### src/rtl/jwp_pkg.sv
package jwp_pkg;
   typedef enum logic [0:0] {
      JWP_IDLE = 1'b0,
      JWP_RUN  = 1'b1
   } jwp_state_e;

   function automatic int unsigned jwp_capacity(input int unsigned depth, input int unsigned word_w);
      return (depth - 1) * (word_w / 2);
   endfunction
endpackage

### src/rtl/jwp_word_buf.sv
module jwp_word_buf #(
   parameter int WORD_W = 32,
   parameter int DEPTH  = 16,
   parameter int BIDX_W = 8,
   localparam int AW     = $clog2(DEPTH),
   localparam int PAIR_W = $clog2(WORD_W / 2)
) (
   input  logic              clk,
   input  logic              rst_n,
   input  logic              wr_en,
   input  logic [AW-1:0]     wr_addr,
   input  logic [WORD_W-1:0] wr_data,
   input  logic              lock,
   input  logic [BIDX_W-1:0] rd_bit,
   output logic [WORD_W-1:0] count_word,
   output logic              pair_tms,
   output logic              pair_tdi
);
   logic [WORD_W-1:0] mem [DEPTH];
   logic [AW:0]       wsel;
   logic [PAIR_W-1:0] psel;
   logic [WORD_W-1:0] sel_word;
   logic [WORD_W-1:0] shifted;

   for (genvar i = 0; i < DEPTH; i++) begin : g_word
      always_ff @(posedge clk) begin
         if (!rst_n)
            mem[i] <= '0;
         else if (wr_en && !lock && (wr_addr == AW'(i)))
            mem[i] <= wr_data;
      end
   end

   assign count_word = mem[0];
   assign wsel       = (AW + 1)'(rd_bit >> PAIR_W) + (AW + 1)'(1);
   assign psel       = rd_bit[PAIR_W-1:0];

   always_comb begin
      if (wsel < (AW + 1)'(DEPTH))
         sel_word = mem[wsel[AW-1:0]];
      else
         sel_word = '0;
   end

   assign shifted  = sel_word >> {psel, 1'b0};
   assign pair_tdi = shifted[0];
   assign pair_tms = shifted[1];
endmodule

### src/rtl/jwp_tck_gen.sv
module jwp_tck_gen #(
   parameter int HP_W  = 8,
   parameter int DLY_W = 8
) (
   input  logic             clk,
   input  logic             rst_n,
   input  logic             run,
   input  logic [HP_W-1:0]  half_period,
   input  logic [DLY_W-1:0] sample_delay,
   output logic             tck,
   output logic             samp,
   output logic             fall
);
   logic [HP_W-1:0] cnt;
   logic [HP_W-1:0] h_eff;
   logic [HP_W-1:0] d_ext;
   logic [HP_W-1:0] d_eff;
   logic            last;

   assign h_eff = (half_period == '0) ? HP_W'(1) : half_period;
   assign d_ext = HP_W'(sample_delay);
   assign d_eff = (d_ext >= h_eff) ? (h_eff - HP_W'(1)) : d_ext;
   assign last  = (cnt == (h_eff - HP_W'(1)));

   always_ff @(posedge clk) begin
      if (!rst_n || !run) begin
         cnt <= '0;
         tck <= 1'b0;
      end else if (last) begin
         cnt <= '0;
         tck <= ~tck;
      end else begin
         cnt <= cnt + HP_W'(1);
      end
   end

   assign samp = run && tck && (cnt == d_eff);
   assign fall = run && tck && last;

   p_phase_bound_r5: assert property (@(posedge clk) disable iff (!rst_n)
      (run && $stable(half_period)) |-> (cnt < h_eff));
endmodule

### src/rtl/jwp_tdo_pack.sv
module jwp_tdo_pack #(
   parameter int WORD_W   = 32,
   parameter int RES_BITS = 16,
   localparam int FW      = $clog2(RES_BITS)
) (
   input  logic              clk,
   input  logic              rst_n,
   input  logic              clr,
   input  logic              samp,
   input  logic              last,
   input  logic              tdo,
   output logic [WORD_W-1:0] res_word,
   output logic              res_valid
);
   logic [RES_BITS-1:0] shreg;
   logic [RES_BITS-1:0] nxt;
   logic [FW-1:0]       fill;

   always_comb begin
      nxt       = shreg;
      nxt[fill] = tdo;
   end

   always_ff @(posedge clk) begin
      if (!rst_n) begin
         shreg     <= '0;
         fill      <= '0;
         res_word  <= '0;
         res_valid <= 1'b0;
      end else begin
         res_valid <= 1'b0;
         if (clr) begin
            shreg <= '0;
            fill  <= '0;
         end else if (samp) begin
            if (last || (fill == FW'(RES_BITS - 1))) begin
               res_word  <= WORD_W'(nxt);
               res_valid <= 1'b1;
               shreg     <= '0;
               fill      <= '0;
            end else begin
               shreg <= nxt;
               fill  <= fill + FW'(1);
            end
         end
      end
   end

   p_single_strobe_r7: assert property (@(posedge clk) disable iff (!rst_n)
      res_valid |=> !res_valid);
   p_fill_clear_r8: assert property (@(posedge clk) disable iff (!rst_n)
      res_valid |-> (fill == '0));
endmodule

### src/rtl/jtag_word_player.sv
module jtag_word_player
   import jwp_pkg::*;
#(
   parameter int WORD_W   = 32,
   parameter int DEPTH    = 16,
   parameter int RES_BITS = 16,
   parameter int HP_W     = 8,
   parameter int DLY_W    = 8,
   localparam int AW      = $clog2(DEPTH),
   localparam int CAP     = (DEPTH - 1) * (WORD_W / 2),
   localparam int BIDX_W  = $clog2(CAP + 1)
) (
   input  logic              clk,
   input  logic              rst_n,
   input  logic              wr_en,
   input  logic [AW-1:0]     wr_addr,
   input  logic [WORD_W-1:0] wr_data,
   input  logic              start,
   input  logic [HP_W-1:0]   half_period,
   input  logic [DLY_W-1:0]  sample_delay,
   output logic              busy,
   output logic              done,
   output logic              tck,
   output logic              tms,
   output logic              tdi,
   input  logic              tdo,
   output logic [WORD_W-1:0] res_word,
   output logic              res_valid
);
   if (WORD_W % 2 != 0) begin : g_bad_word
      $error("WORD_W must be even");
   end
   if (RES_BITS > WORD_W || RES_BITS < 2) begin : g_bad_res
      $error("RES_BITS must lie in 2..WORD_W");
   end
   if (DEPTH < 2) begin : g_bad_depth
      $error("DEPTH must be at least 2");
   end
   if (DLY_W > HP_W) begin : g_bad_dly
      $error("DLY_W must not exceed HP_W");
   end
   if (BIDX_W > WORD_W) begin : g_bad_cap
      $error("capacity does not fit the count word");
   end
   if (CAP != int'(jwp_capacity(DEPTH, WORD_W))) begin : g_bad_cap2
      $error("capacity mismatch");
   end

   jwp_state_e        state;
   logic [BIDX_W-1:0] bit_idx;
   logic [BIDX_W-1:0] n_bits;
   logic [BIDX_W-1:0] rd_bit;
   logic [BIDX_W-1:0] cnt_cl;
   logic [WORD_W-1:0] count_word;
   logic              pair_tms;
   logic              pair_tdi;
   logic              running;
   logic              start_ok;
   logic              samp;
   logic              fall;
   logic              at_last;

   assign running  = (state == JWP_RUN);
   assign busy     = running;
   assign start_ok = start && !running;
   assign at_last  = (bit_idx == (n_bits - BIDX_W'(1)));
   assign rd_bit   = running ? (bit_idx + BIDX_W'(1)) : '0;
   assign cnt_cl   = (count_word > WORD_W'(CAP)) ? BIDX_W'(CAP) : count_word[BIDX_W-1:0];

   jwp_word_buf #(.WORD_W(WORD_W), .DEPTH(DEPTH), .BIDX_W(BIDX_W)) u_buf (
      .clk(clk), .rst_n(rst_n), .wr_en(wr_en), .wr_addr(wr_addr), .wr_data(wr_data),
      .lock(running), .rd_bit(rd_bit), .count_word(count_word),
      .pair_tms(pair_tms), .pair_tdi(pair_tdi)
   );

   jwp_tck_gen #(.HP_W(HP_W), .DLY_W(DLY_W)) u_tck (
      .clk(clk), .rst_n(rst_n), .run(running), .half_period(half_period),
      .sample_delay(sample_delay), .tck(tck), .samp(samp), .fall(fall)
   );

   jwp_tdo_pack #(.WORD_W(WORD_W), .RES_BITS(RES_BITS)) u_pack (
      .clk(clk), .rst_n(rst_n), .clr(start_ok), .samp(samp), .last(at_last),
      .tdo(tdo), .res_word(res_word), .res_valid(res_valid)
   );

   always_ff @(posedge clk) begin
      if (!rst_n) begin
         state   <= JWP_IDLE;
         bit_idx <= '0;
         n_bits  <= '0;
         tms     <= 1'b0;
         tdi     <= 1'b0;
         done    <= 1'b0;
      end else begin
         done <= 1'b0;
         if (!running) begin
            if (start) begin
               if (cnt_cl == '0) begin
                  done <= 1'b1;
               end else begin
                  state   <= JWP_RUN;
                  bit_idx <= '0;
                  n_bits  <= cnt_cl;
                  tms     <= pair_tms;
                  tdi     <= pair_tdi;
               end
            end
         end else if (fall) begin
            if (at_last) begin
               state <= JWP_IDLE;
               done  <= 1'b1;
            end else begin
               bit_idx <= bit_idx + BIDX_W'(1);
               tms     <= pair_tms;
               tdi     <= pair_tdi;
            end
         end
      end
   end

   p_pins_hold_at_rise_r4: assert property (@(posedge clk) disable iff (!rst_n)
      $rose(tck) |-> ($stable(tms) && $stable(tdi)));
   p_pins_move_low_r4: assert property (@(posedge clk) disable iff (!rst_n)
      (!$stable(tms) || !$stable(tdi)) |-> !tck);
   p_idle_clock_low_r9: assert property (@(posedge clk) disable iff (!rst_n)
      !busy |-> !tck);
   p_done_ends_run_r2: assert property (@(posedge clk) disable iff (!rst_n)
      done |-> (!busy && !tck));
   p_result_padded_r7: assert property (@(posedge clk) disable iff (!rst_n)
      res_valid |-> (res_word[WORD_W-1:RES_BITS] == '0));
   p_bound_idx_r10: assert property (@(posedge clk) disable iff (!rst_n)
      busy |-> ((bit_idx < n_bits) && (n_bits <= BIDX_W'(CAP))));
endmodule

### config.mk
export PLATFORM = sky130hd
export DESIGN_NAME = jtag_word_player
export DESIGN_NICKNAME = d
export VERILOG_FILES = /design/src/rtl/jwp_pkg.sv /design/src/rtl/jwp_word_buf.sv /design/src/rtl/jwp_tck_gen.sv /design/src/rtl/jwp_tdo_pack.sv /design/src/rtl/jtag_word_player.sv
export SDC_FILE = /design/constraint.sdc
export NUM_CORES = 1
export LEC_CHECK = 0
export ABC_AREA = 1
export BUFFER_PORTS_ARGS = -buffer_cell sky130_fd_sc_hd__buf_2
export CAP_MARGIN = 25
export CORE_MARGIN = 2
export CORE_UTILIZATION = 30
export DETAILED_ROUTE_END_ITERATION = 10
export GPL_ROUTABILITY_DRIVEN = 0
export PLACE_DENSITY = 0.46
export SYNTH_ARGS = -nofsm -noshare
export SYNTH_HDL_FRONTEND = slang
export SYNTH_SLANG_ARGS = --single-unit
### constraint.sdc
create_clock -name clk -period 4 [get_ports clk]
set_input_delay 0.2 -clock clk [delete_from_list [all_inputs] [get_ports clk]]
set_output_delay 0.2 -clock clk [all_outputs]
set_load 0.005 [all_outputs]
# Yosys cells after proc, flatten, opt, wreduce, memory -nomap -nowiden
# Memories as Yosys holds them, arrays and structs flattened.
# Index checks and enable logic that the tools add are counted.
dict set report totals {
  ramBits 512
  register_bits 66
  in_bits 57
  romBits 0
  mem_count 1
  latch_bits 0
}
dict set report classes {
  n_mux 101
  shifts 1
  div_mod_pow 0
  order_cmp 5
  n_reduce_logical 36
  n_addsub 6
  bitwise_logic 22
  multipliers 0
  eq_ne 22
}
# memory depth word_bits rd rd_clocked_by_memory_dff wr line
set mem_list {}
lappend mem_list {u_buf.mem 16 32 2 0 16 jwp_word_buf.sv:19} ;# logic [WORD_W-1:0] mem [DEPTH];
# op n
set ops {}
lappend ops {{32-bit two-way mux} 17}
lappend ops {{8-bit two-way mux} 9}
lappend ops {{1-bit two-way mux} 71}
lappend ops {{4-bit == test, second input constant} 9}
lappend ops {{32-bit by 8-bit greater-than comparator with 1-bit output, second input constant} 1}
lappend ops {{32-bit by 5-bit >> shifter with 2-bit output} 1}
lappend ops {{8-bit == test} 3}
lappend ops {{1-bit logical AND} 22}
lappend ops {{8-bit by 1-bit adder with 8-bit output, second input constant} 2}
lappend ops {{16-bit bitwise mux} 1}
lappend ops {{4-bit by 3-bit == test with 1-bit output, second input constant} 4}
lappend ops {{8-bit logical NOT} 2}
lappend ops {{16-bit two-way mux} 1}
lappend ops {{1-bit bitwise OR} 16}
lappend ops {{8-bit by 1-bit subtractor with 8-bit output, second input constant} 2}
lappend ops {{4-bit by 2-bit == test with 1-bit output, second input constant} 2}
lappend ops {{8-bit >= comparator} 1}
lappend ops {{1-bit NOT} 6}
lappend ops {{3-bit AND reduction} 2}
lappend ops {{4-bit by 1-bit adder with 5-bit output, second input constant} 1}
lappend ops {{4-bit by 5-bit < comparator with 1-bit output, second input constant} 1}
lappend ops {{5-bit < comparator, second input constant} 1}
lappend ops {{4-bit by 1-bit adder with 4-bit output, second input constant} 1}
lappend ops {{1-bit demux with 4-bit select} 1}
lappend ops {{other kinds (12)} 16}

# Longest topological paths before layout
# Gate-level depths: netlist of run 1.
dict set report logic_depth {
  word_depth 9
  ltp_mapped 24
  depth_no_buf 23
}

# Modules after synthesis
# A second synthesis of run 1 with hierarchy kept.
dict set report unflattened {
  hier_cells 3169
  hier_area_um2 28119.5
}
# mod cells_per_inst seq_area_each_um2 area_per_inst_um2 n_inst
set modules_own_cells {}
lappend modules_own_cells {jwp_word_buf 2381 15374.7 23344.9 1}
lappend modules_own_cells {jwp_tdo_pack 303 740.7 1958.1 1}
lappend modules_own_cells {jtag_word_player 261 400.4 1542.7 1}
lappend modules_own_cells {jwp_tck_gen 224 180.2 1273.7 1}

# Worst setup path before layout of run 1
# Ideal clock, no wire load.
dict set report synth_timing {
  path_type {reg2reg}
  start {register state (netlist: busy)}
  end {memory u_buf.mem[15][0], enable pin}
  n_path_buf 0
  slack_ps 593
  period_less_slack_ps 3407
  t_arrival_ps 2937
  stages_incl_launch_ff 4
  path_cell_list {dfxtp_1 inv_1 nand2_1 o31ai_1}
}
# item line
set synth_rtl {}
lappend synth_rtl {{start, declared} jtag_word_player.sv:49} ;# jwp_state_e state;
lappend synth_rtl {{start signal, assigned} jtag_word_player.sv:88} ;# state <= JWP_IDLE;
lappend synth_rtl {{start signal, assigned} jtag_word_player.sv:101} ;# state <= JWP_RUN;
lappend synth_rtl {{start signal, assigned} jtag_word_player.sv:110} ;# state <= JWP_IDLE;
lappend synth_rtl {{end, declared} jwp_word_buf.sv:19}

# Worst setup path in the final report of run 1
dict set report layout_timing {
  start {register bit_idx[0]}
  end {register tms}
}
dict set report layout_via {
  elab_chain_len 9
  word_cells_on_any_way 15
  classes_between {add/sub: 2; order compare: 1; eq/ne: 2; shift: 1; mux: 7; reduce/logical: 1; memory: 1}
}
# item line
set layout_rtl {}
lappend layout_rtl {{start, declared} jtag_word_player.sv:50} ;# logic [BIDX_W-1:0] bit_idx;
lappend layout_rtl {{start signal, assigned} jtag_word_player.sv:113} ;# bit_idx <= bit_idx + BIDX_W'(1);
lappend layout_rtl {{8-bit by 1-bit adder with 8-bit output} jtag_word_player.sv:67} ;# assign rd_bit = running ? (bit_idx + BIDX_W'(1)) : '0;
lappend layout_rtl {{8-bit two-way mux} jtag_word_player.sv:67}
lappend layout_rtl {{4-bit by 1-bit adder with 5-bit output} jwp_word_buf.sv:35} ;# assign wsel = (AW + 1)'(rd_bit >> PAIR_W) + (AW + 1)'(1);
lappend layout_rtl {{memory 16 x 32 bit / 5-bit < comparator (equally long branches)} -}
lappend layout_rtl {{32-bit two-way mux} jwp_word_buf.sv:39} ;# if (wsel < (AW + 1)'(DEPTH))
lappend layout_rtl {{32-bit by 5-bit >> shifter with 2-bit output} jwp_word_buf.sv:45} ;# assign shifted = sel_word >> {psel, 1'b0};
lappend layout_rtl {{1-bit two-way mux (on tied branches)} {jtag_word_player.sv:98, jtag_word_player.sv:109}}
lappend layout_rtl {{1-bit two-way mux (on tied branches)} {jtag_word_player.sv:97, jtag_word_player.sv:108}}
lappend layout_rtl {{1-bit two-way mux} jtag_word_player.sv:96} ;# if (!running) begin
lappend layout_rtl {{end signal, assigned} jtag_word_player.sv:104} ;# tms <= pair_tms;
lappend layout_rtl {{end signal, assigned} jtag_word_player.sv:114} ;# tms <= pair_tms;
lappend layout_rtl {{end, declared} jtag_word_player.sv:24} ;# output logic tms,
# Several ways; a longest one is shown, not always the timed one. The select of a mux whose other input is x is not followed.
# A chain may end at the register's enable or synchronous reset.

==> impl_metrics.ini, run 1 <==
[outcome]
outcome = finished clean

[routing]
drt_first_iter_violations = 1853
routedWlPerCell_um = 20.6
drtPass1Iterations = 6
drt_drc_violations_left = 0
antenna_violating_nets_remaining = 0
totalWireLength_um = 91400
detailroute.via_count = 21600
avgViaCountPerCell = 4.86

[clocking]
clock_tree.root_cell = sky130_fd_sc_hd__clkbuf_16
tritoncts_num_sinks = 578
ctsHtreeMaxLevel = 3
cts.clk_slew.worst_paths_ps = 60
clock_latency_ps = 600
cts_resized = 0
tritoncts = yes
cts-buffers-inserted = 68
clock_path_buffers = 3
cts_setup_buffers = 0
cts_hold_buffers = 0

[finish]
synthToLayoutAreaGrowth_pct = 13.1
layout.filler_cells = 9621
fin_util_pct = 34.1
fin_nets = 3219
post_route_cells_drive_above_1_share_pct = 9.06
antenna_diode_instance_count = 0

[global_routing]
groute.usage.overall_pct = 18.9
pin_count_of_the_biggest_net_entering_global_routing = 150
grt_pass1_wl_um = 136000
first_global_vias = 20800
global_route.overflow_total = 0
antenna_found_initial = 1

[sta]
fin_skew_ps = 21.5
finalSetupViolCount = 0
finalWorstPathRequiredPeriod_ps = 3550
fin_setup_tns_ps = 0
timing.hold.ws_ps = 59.2
layout_setup_ws_ps = 452
slew-limit-headroom_pct = 40.3
timing.fmax_ghz = 0.282
timing_max_transition_violations_final = 0
finalCritPeriodShare_pct = 88.7
rsz0062_at_grt = false
finalHoldViolCount = 0
max_slew.worst_pin.slew_ps = 896

[setup_path]
cp_max_fo = 33
critical_path.max_stage_delay_ps = 430
cpMostUsedCell = sky130_fd_sc_hd__nand3_1
required_ps = 4480
setup.reg_to_reg.worst_slack_ps = 450
crit_path_end_kind = register
timing.critical_path.arrival_ps = 4020
critical_path.slowest_cell = sky130_fd_sc_hd__dfxtp_1
worstPathCellList = ha_1 -> nand2_2 -> nor2_2 -> nor2_4 -> nand2_8 -> inv_4 -> ha_4 -> inv_4 -> buf_12 -> buf_12 -> o211ai_1 -> nand2_1 -> nand2_1 -> nand2_1 -> nand2_1 -> nand3_1 -> nand3_1 -> nand3_1 -> nand3_1 -> nand3_1 -> a21oi_1
critical_path.startpoint_type = register
worstSetupPathType = register to register

[yosys]
synth_seq_area_share_pct = 59.5
ys_top_cells_by_count = sky130_fd_sc_hd__nand2_1 (827), sky130_fd_sc_hd__nor2_1 (615), sky130_fd_sc_hd__edfxtp_1 (512)
post_synth_arst_share_pct = 0
syn_area_um2 = 28000
yosysMostFrequentCell = sky130_fd_sc_hd__nand2_1
synthesis.area_per_instance_um2 = 8.90
dominantRegCellSynth = sky130_fd_sc_hd__edfxtp_1
synthDistinctLibCells = 48
synth.top_cell.area_share_pct = 54.8
synth_top_cells_by_area = sky130_fd_sc_hd__edfxtp_1 (55%), sky130_fd_sc_hd__nand2_1 (11%), sky130_fd_sc_hd__nor2_1 (8.2%), sky130_fd_sc_hd__nand3_1 (8.2%), sky130_fd_sc_hd__dfxtp_1 (4.7%)
cell_accounting_for_the_most_synthesized_area = sky130_fd_sc_hd__edfxtp_1
post_synth_inst_count = 3151
yosys_warnings = 0
yosys_register_bits = 578
edff_count_synth = 512

[floorplanning]
floorplan.core_area_um2 = 92900
io_pins = 95
placement_rows = 112
chipWidth_um = 310
die_height_um = 310
initial_utilization_pct = 30.2
die_area_um2 = 95900

[power_and_ir_drop]
p_sw_share_pct = 26.0
p_int_w = 0.0105
power.share.sequential_pct = 48.2
max-vdd-ir-drop_uv = 244
share_comb_of_total_power_pct = 10.9
share_clk_of_total_power_pct = 40.8
power_switching_w = 0.00371
power_density_nw_per_um2 = 450
p_leak_nw = 12.9

[place]
port_buffers = 78
hpwl_um = 51400
post-place-ws_ps = 471

[flow_run]
timing.max_cap.violations = 0

[worst_hold_path]
timing.hold.worst.class = primary input to register
kinds of logic (layout without fill, tap and decap cells):
group | count (synthesis) | after routing | synth area share (%)
and+or+nand+nor | 1986 | 1986 | 29.6
DFF | 578 | 578 | 59.5
buffers and inverters | 393 | 416 | 6.13
AOI/OAI and AO/OA | 153 | 153 | 3.19
xor gates and xnor gates | 23 | 23 | 0.718
adders and majority gates | 17 | 17 | 0.759
other | 1 | 16 | 0.0134
path summary, 6_finish.rpt:
kind / from / endpoint / cells past startpoint
setup / recovery: bit_idx[0]$_SDFFE_PN0P_ / tms$_SDFFE_PN0P_ / 21
hold / removal: start / done$_SDFF_PN0_ / 5
setup reg to reg: bit_idx[0]$_SDFFE_PN0P_ / tms$_SDFFE_PN0P_ / 21
hold reg to reg: u_pack.shreg[15]$_SDFFE_PP0P_ / u_pack.shreg[15]$_SDFFE_PP0P_ / 2
worst max-delay path: cells and delay by family, from the launching register on:
family          cells  cell delay, ps
simple gates       13            1380
buf+inv             4             860
fa+ha+maj           2             500
flops               1             430
compound gates      2             190
through the flow:
step | std cells | area [um^2] | total power (W)
2_1_floorplan | 3166 | 28100 | 0.00797
3_3_place_gp | 4329 | 29700 | 0.00857
3_5_place_dp | 4329 | 29700 | 0.00856
4_1_cts | 4443 | 31700 | 0.0144
5_1_grt | 4443 | 31700 | 0.0148
6_report | 4443 | 31700 | 0.0143
final cells by class:
type | count | area, um^2 | share of cell area [%]
inverters | 159 | 604 | 1.91
flip-flops and latches | 578 | 16700 | 52.7
multi-input cells | 2195 | 9800 | 30.9
well taps | 1254 | 1570 | 4.95
clock buffers | 89 | 1840 | 5.82
repair buffers | 143 | 1040 | 3.28
clock inverters | 25 | 154 | 0.485
power groups by stage:
stage	clock [W]	sequential (W)	combinational [W]
2_1_floorplan	0	0.00699	0.000982
3_3_place_gp	0	0.00700	0.00157
3_5_place_dp	0	0.00700	0.00156
4_1_cts	0.00595	0.00688	0.00157
5_1_grt	0.00618	0.00690	0.00172
6_report	0.00582	0.00688	0.00156
flip-flops by register name (all words and copies together), names as in the netlist, 4 cells and up:
signal / flops
u_pack.res_word: 16
n_bits: 8
u_pack.shreg: 16
u_tck.cnt: 8
bit_idx: 8
u_buf.mem: 512
u_pack.fill: 4
cell usage in the layout, fill, tap and decap left out, drive strengths merged:
master	n
a211oi	1
nand3b	5
o21a	1
o211ai	33
conb	16
nor2	626
nor3	23
o21ai	59
nor3b	1
o22ai	1
a31oi	9
a21oi	47
o31ai	2
xnor2	6
clkinv	23
nor4	3
edfxtp	512
nand2	837
buf	143
ha	17
bufinv	2
nand3	462
and2	2
or2	6
clkbuf	89
xor2	17
inv	159
dfxtp	66
nand4	21
metal layers:
layer | wire [um] | vias up | track usage, %
met1 | 41800 | 10500 | 26.0
li1 | - | 10400 | -
met2 | 43200 | 592 | 31.4
met5 | 13 | - | 0
met4 | 1830 | 2 | 4.98
met3 | 4620 | 120 | 2.44
Power figures use the tool's default switching activity.
==> run 2: changes to the inputs <==
--- a/config.mk
+++ b/config.mk
@@ -13,6 +13,8 @@
 export DETAILED_ROUTE_END_ITERATION = 10
 export GPL_ROUTABILITY_DRIVEN = 0
 export PLACE_DENSITY = 0.46
+export RECOVER_POWER = 25
+export SLEW_MARGIN = 20
 export SYNTH_ARGS = -nofsm -noshare
 export SYNTH_HDL_FRONTEND = slang
 export SYNTH_SLANG_ARGS = --single-unit
==> run 2 against run 1 <==
Net effect: the run now ends with max-capacitance violations, max-slew violations left; register-to-register slack lost 20 ps; non-clock buffer count is the same; sequential share of layout area grew 0.16 points; via count grew 0.22%; combinational power is essentially flat; sequential power is essentially flat; critical path type unchanged; highest routed layer unchanged.
==> impl_metrics.ini, run 2 (synthesis gave the netlist of run 1 again) <==
[outcome]
outcome = finished with violations
violations = max-capacitance violations, max-slew violations

[flow_run]
timing.max_cap.violations = 9

[routing]
drt_drc_violations_left = 0
detailroute.via_count = 21700
avgViaCountPerCell = 4.87
drtPass1Iterations = 5
drt_first_iter_violations = 1777
routedWlPerCell_um = 20.6
antenna_violating_nets_remaining = 0
totalWireLength_um = 91600

[finish]
fin_nets = 3219
synthToLayoutAreaGrowth_pct = 12.7
largestRegisters = u_buf.mem (512), u_pack.res_word (16), u_pack.shreg (16)
post_route_cells_drive_above_1_share_pct = 7.87
largest_register = u_buf.mem
layout_common_cells = sky130_fd_sc_hd__nand2_1 (815), sky130_fd_sc_hd__nor2_1 (617), sky130_fd_sc_hd__edfxtp_1 (512)
layout_commonest_cell = sky130_fd_sc_hd__nand2_1
largest_reg_flops = 512
layout.filler_cells = 9643

[clocking]
cts-buffers-inserted = 68
ctsHtreeMaxLevel = 3
cts_setup_buffers = 0
tritoncts = yes
tritoncts_num_sinks = 578
cts_hold_buffers = 0
cts.clk_slew.worst_paths_ps = 60
clock_tree.root_cell = sky130_fd_sc_hd__clkbuf_16
clock_path_buffers = 3
cts_resized = 0
clock_latency_ps = 600

[setup_path]
number_of_cell_instances_on_the_worst_register_to_register_path = 18
reg2reg_from = busy$_SDFF_PN0_
critical_path.startpoint_type = register
setup.reg_to_reg.worst_slack_ps = 430
timing.critical_path.arrival_ps = 4050
crit_path_end_kind = register
worstSetupPathType = register to register
worst_reg2reg_endpoint = tms$_SDFFE_PN0P_
cp_max_fo = 33
required_ps = 4480

[place]
hpwl_um = 51400
port_buffers = 78
post-place-ws_ps = 471

[sta]
layout_setup_ws_ps = 431
timing_max_transition_violations_final = 297
rsz0062_at_grt = false
timing.fmax_ghz = 0.280
finalCritPeriodShare_pct = 89.2
fin_setup_tns_ps = 0
finalHoldViolCount = 0
finalSetupViolCount = 0
max_slew.worst_pin.slew_ps = 2500
fin_skew_ps = 22.5
finalWorstPathRequiredPeriod_ps = 3570
slew-limit-headroom_pct = -67.0

[global_routing]
antenna_found_initial = 1
groute.usage.overall_pct = 18.9
grt_pass1_wl_um = 136000
global_route.overflow_total = 0
first_global_vias = 20800
pin_count_of_the_biggest_net_entering_global_routing = 150

[floorplanning]
die_height_um = 310
floorplan.core_area_um2 = 92900
io_pins = 95
die_area_um2 = 95900
placement_rows = 112
chipWidth_um = 310
initial_utilization_pct = 30.2

[power_and_ir_drop]
share_clk_of_total_power_pct = 40.9
power.share.sequential_pct = 48.3
power_switching_w = 0.00371
p_sw_share_pct = 26.0
max-vdd-ir-drop_uv = 244
p_leak_nw = 12.8
share_comb_of_total_power_pct = 10.9
power_density_nw_per_um2 = 451
p_int_w = 0.0105

[worst_hold_path]
worst_hold_path.num_cells = 5
timing.hold.worst.class = primary input to register
hold_path_startpoint = start
whs_endpoint = done$_SDFF_PN0_
## run 2: changes by cell type in the layout (fill, tap and decap cells not counted), moves of 2 or more
| cell | delta |
|---|---|
| sky130_fd_sc_hd__clkbuf_1 | +31 |
| sky130_fd_sc_hd__buf_2 | -20 |
| sky130_fd_sc_hd__buf_4 | -14 |
| sky130_fd_sc_hd__clkbuf_2 | +3 |
| sky130_fd_sc_hd__nand2_1 | +3 |
| sky130_fd_sc_hd__nand2_2 | -3 |
| sky130_fd_sc_hd__diode_2 | +2 |
| sky130_fd_sc_hd__nor2_1 | +2 |
## run 2: final cells by class
class	instances	area, um^2	area share (%)
Timing Repair Buffer	143	967	3.06
Multi-Input combinational cell	2195	9770	30.9
Clock buffer	89	1840	5.83
Antenna cell	2	5.00	0.0158
Inverter	159	604	1.91
Clock inverter	25	154	0.487
Tap cell	1254	1570	4.96
Sequential cell	578	16700	52.8
## run 2: critical path: stages, from the launching register on
cell and delay [ps]:
sky130_fd_sc_hd__dfxtp_1 320, sky130_fd_sc_hd__clkbuf_1 460, sky130_fd_sc_hd__nand3_1 320, sky130_fd_sc_hd__inv_1 170
sky130_fd_sc_hd__ha_4 230, sky130_fd_sc_hd__inv_4 270, sky130_fd_sc_hd__buf_12 280, sky130_fd_sc_hd__buf_12 260
sky130_fd_sc_hd__nand3_1 120, sky130_fd_sc_hd__nand2_1 70, sky130_fd_sc_hd__nand2_1 50, sky130_fd_sc_hd__nand2_1 140
sky130_fd_sc_hd__nand2_1 80, sky130_fd_sc_hd__nand3_1 110, sky130_fd_sc_hd__nand3_1 90, sky130_fd_sc_hd__nand3_1 170
sky130_fd_sc_hd__nand3_1 140, sky130_fd_sc_hd__nand3_1 100, sky130_fd_sc_hd__a21oi_1 60
## run 2: how the worst max path moves through the flow
stage	slack (ps)	from	to	cells after the start
2_1_floorplan	590	busy$_SDFF_PN0_	u_buf.mem[15][0]$_SDFFCE_PN0P_	3
3_3_place_gp	470	bit_idx[0]$_SDFFE_PN0P_	tms$_SDFFE_PN0P_	21
3_5_place_dp	470	bit_idx[0]$_SDFFE_PN0P_	tdi$_SDFFE_PN0P_	21
4_1_cts	440	bit_idx[0]$_SDFFE_PN0P_	tdi$_SDFFE_PN0P_	21
5_1_grt	150	bit_idx[0]$_SDFFE_PN0P_	tdi$_SDFFE_PN0P_	19
6_report	430	busy$_SDFF_PN0_	tms$_SDFFE_PN0P_	18
## run 2: power by group through the flow
stage	clock network [W]	logic (W)	registers, W
final	0.00582	0.00155	0.00688
after global placement	0	0.00157	0.00700
after CTS	0.00595	0.00157	0.00688
after global routing	0.00618	0.00171	0.00690
after detailed placement	0	0.00156	0.00700
after floorplan	0	0.000982	0.00699
## run 2: layer usage
metal / share of wire, % / routed length, um / up-vias / GRT usage (%)
met5: 0.014 / 13 / - / 0
met2: 47 / 43200 / 594 / 31.4
li1: - / - / 10400 / -
met4: 2.0 / 1860 / 2 / 4.98
met1: 46 / 41800 / 10500 / 26.0
met3: 5.2 / 4770 / 116 / 2.44
## run 2: metrics by stage
| step | instances | utilization, % | instance area [um^2] | hold WS, ps | total power (W) |
|---|---|---|---|---|---|
| after floorplan | 3166 | - | 28100 | 373 | 0.00797 |
| after global placement | 4329 | 32.0 | 29700 | 421 | 0.00857 |
| after detailed placement | 4329 | 32.0 | 29700 | 422 | 0.00856 |
| after CTS | 4443 | 34.1 | 31700 | 28.5 | 0.0144 |
| after global routing | 4443 | 34.0 | 31600 | 119 | 0.0148 |
| final | 4445 | 34.0 | 31600 | 60.3 | 0.0143 |
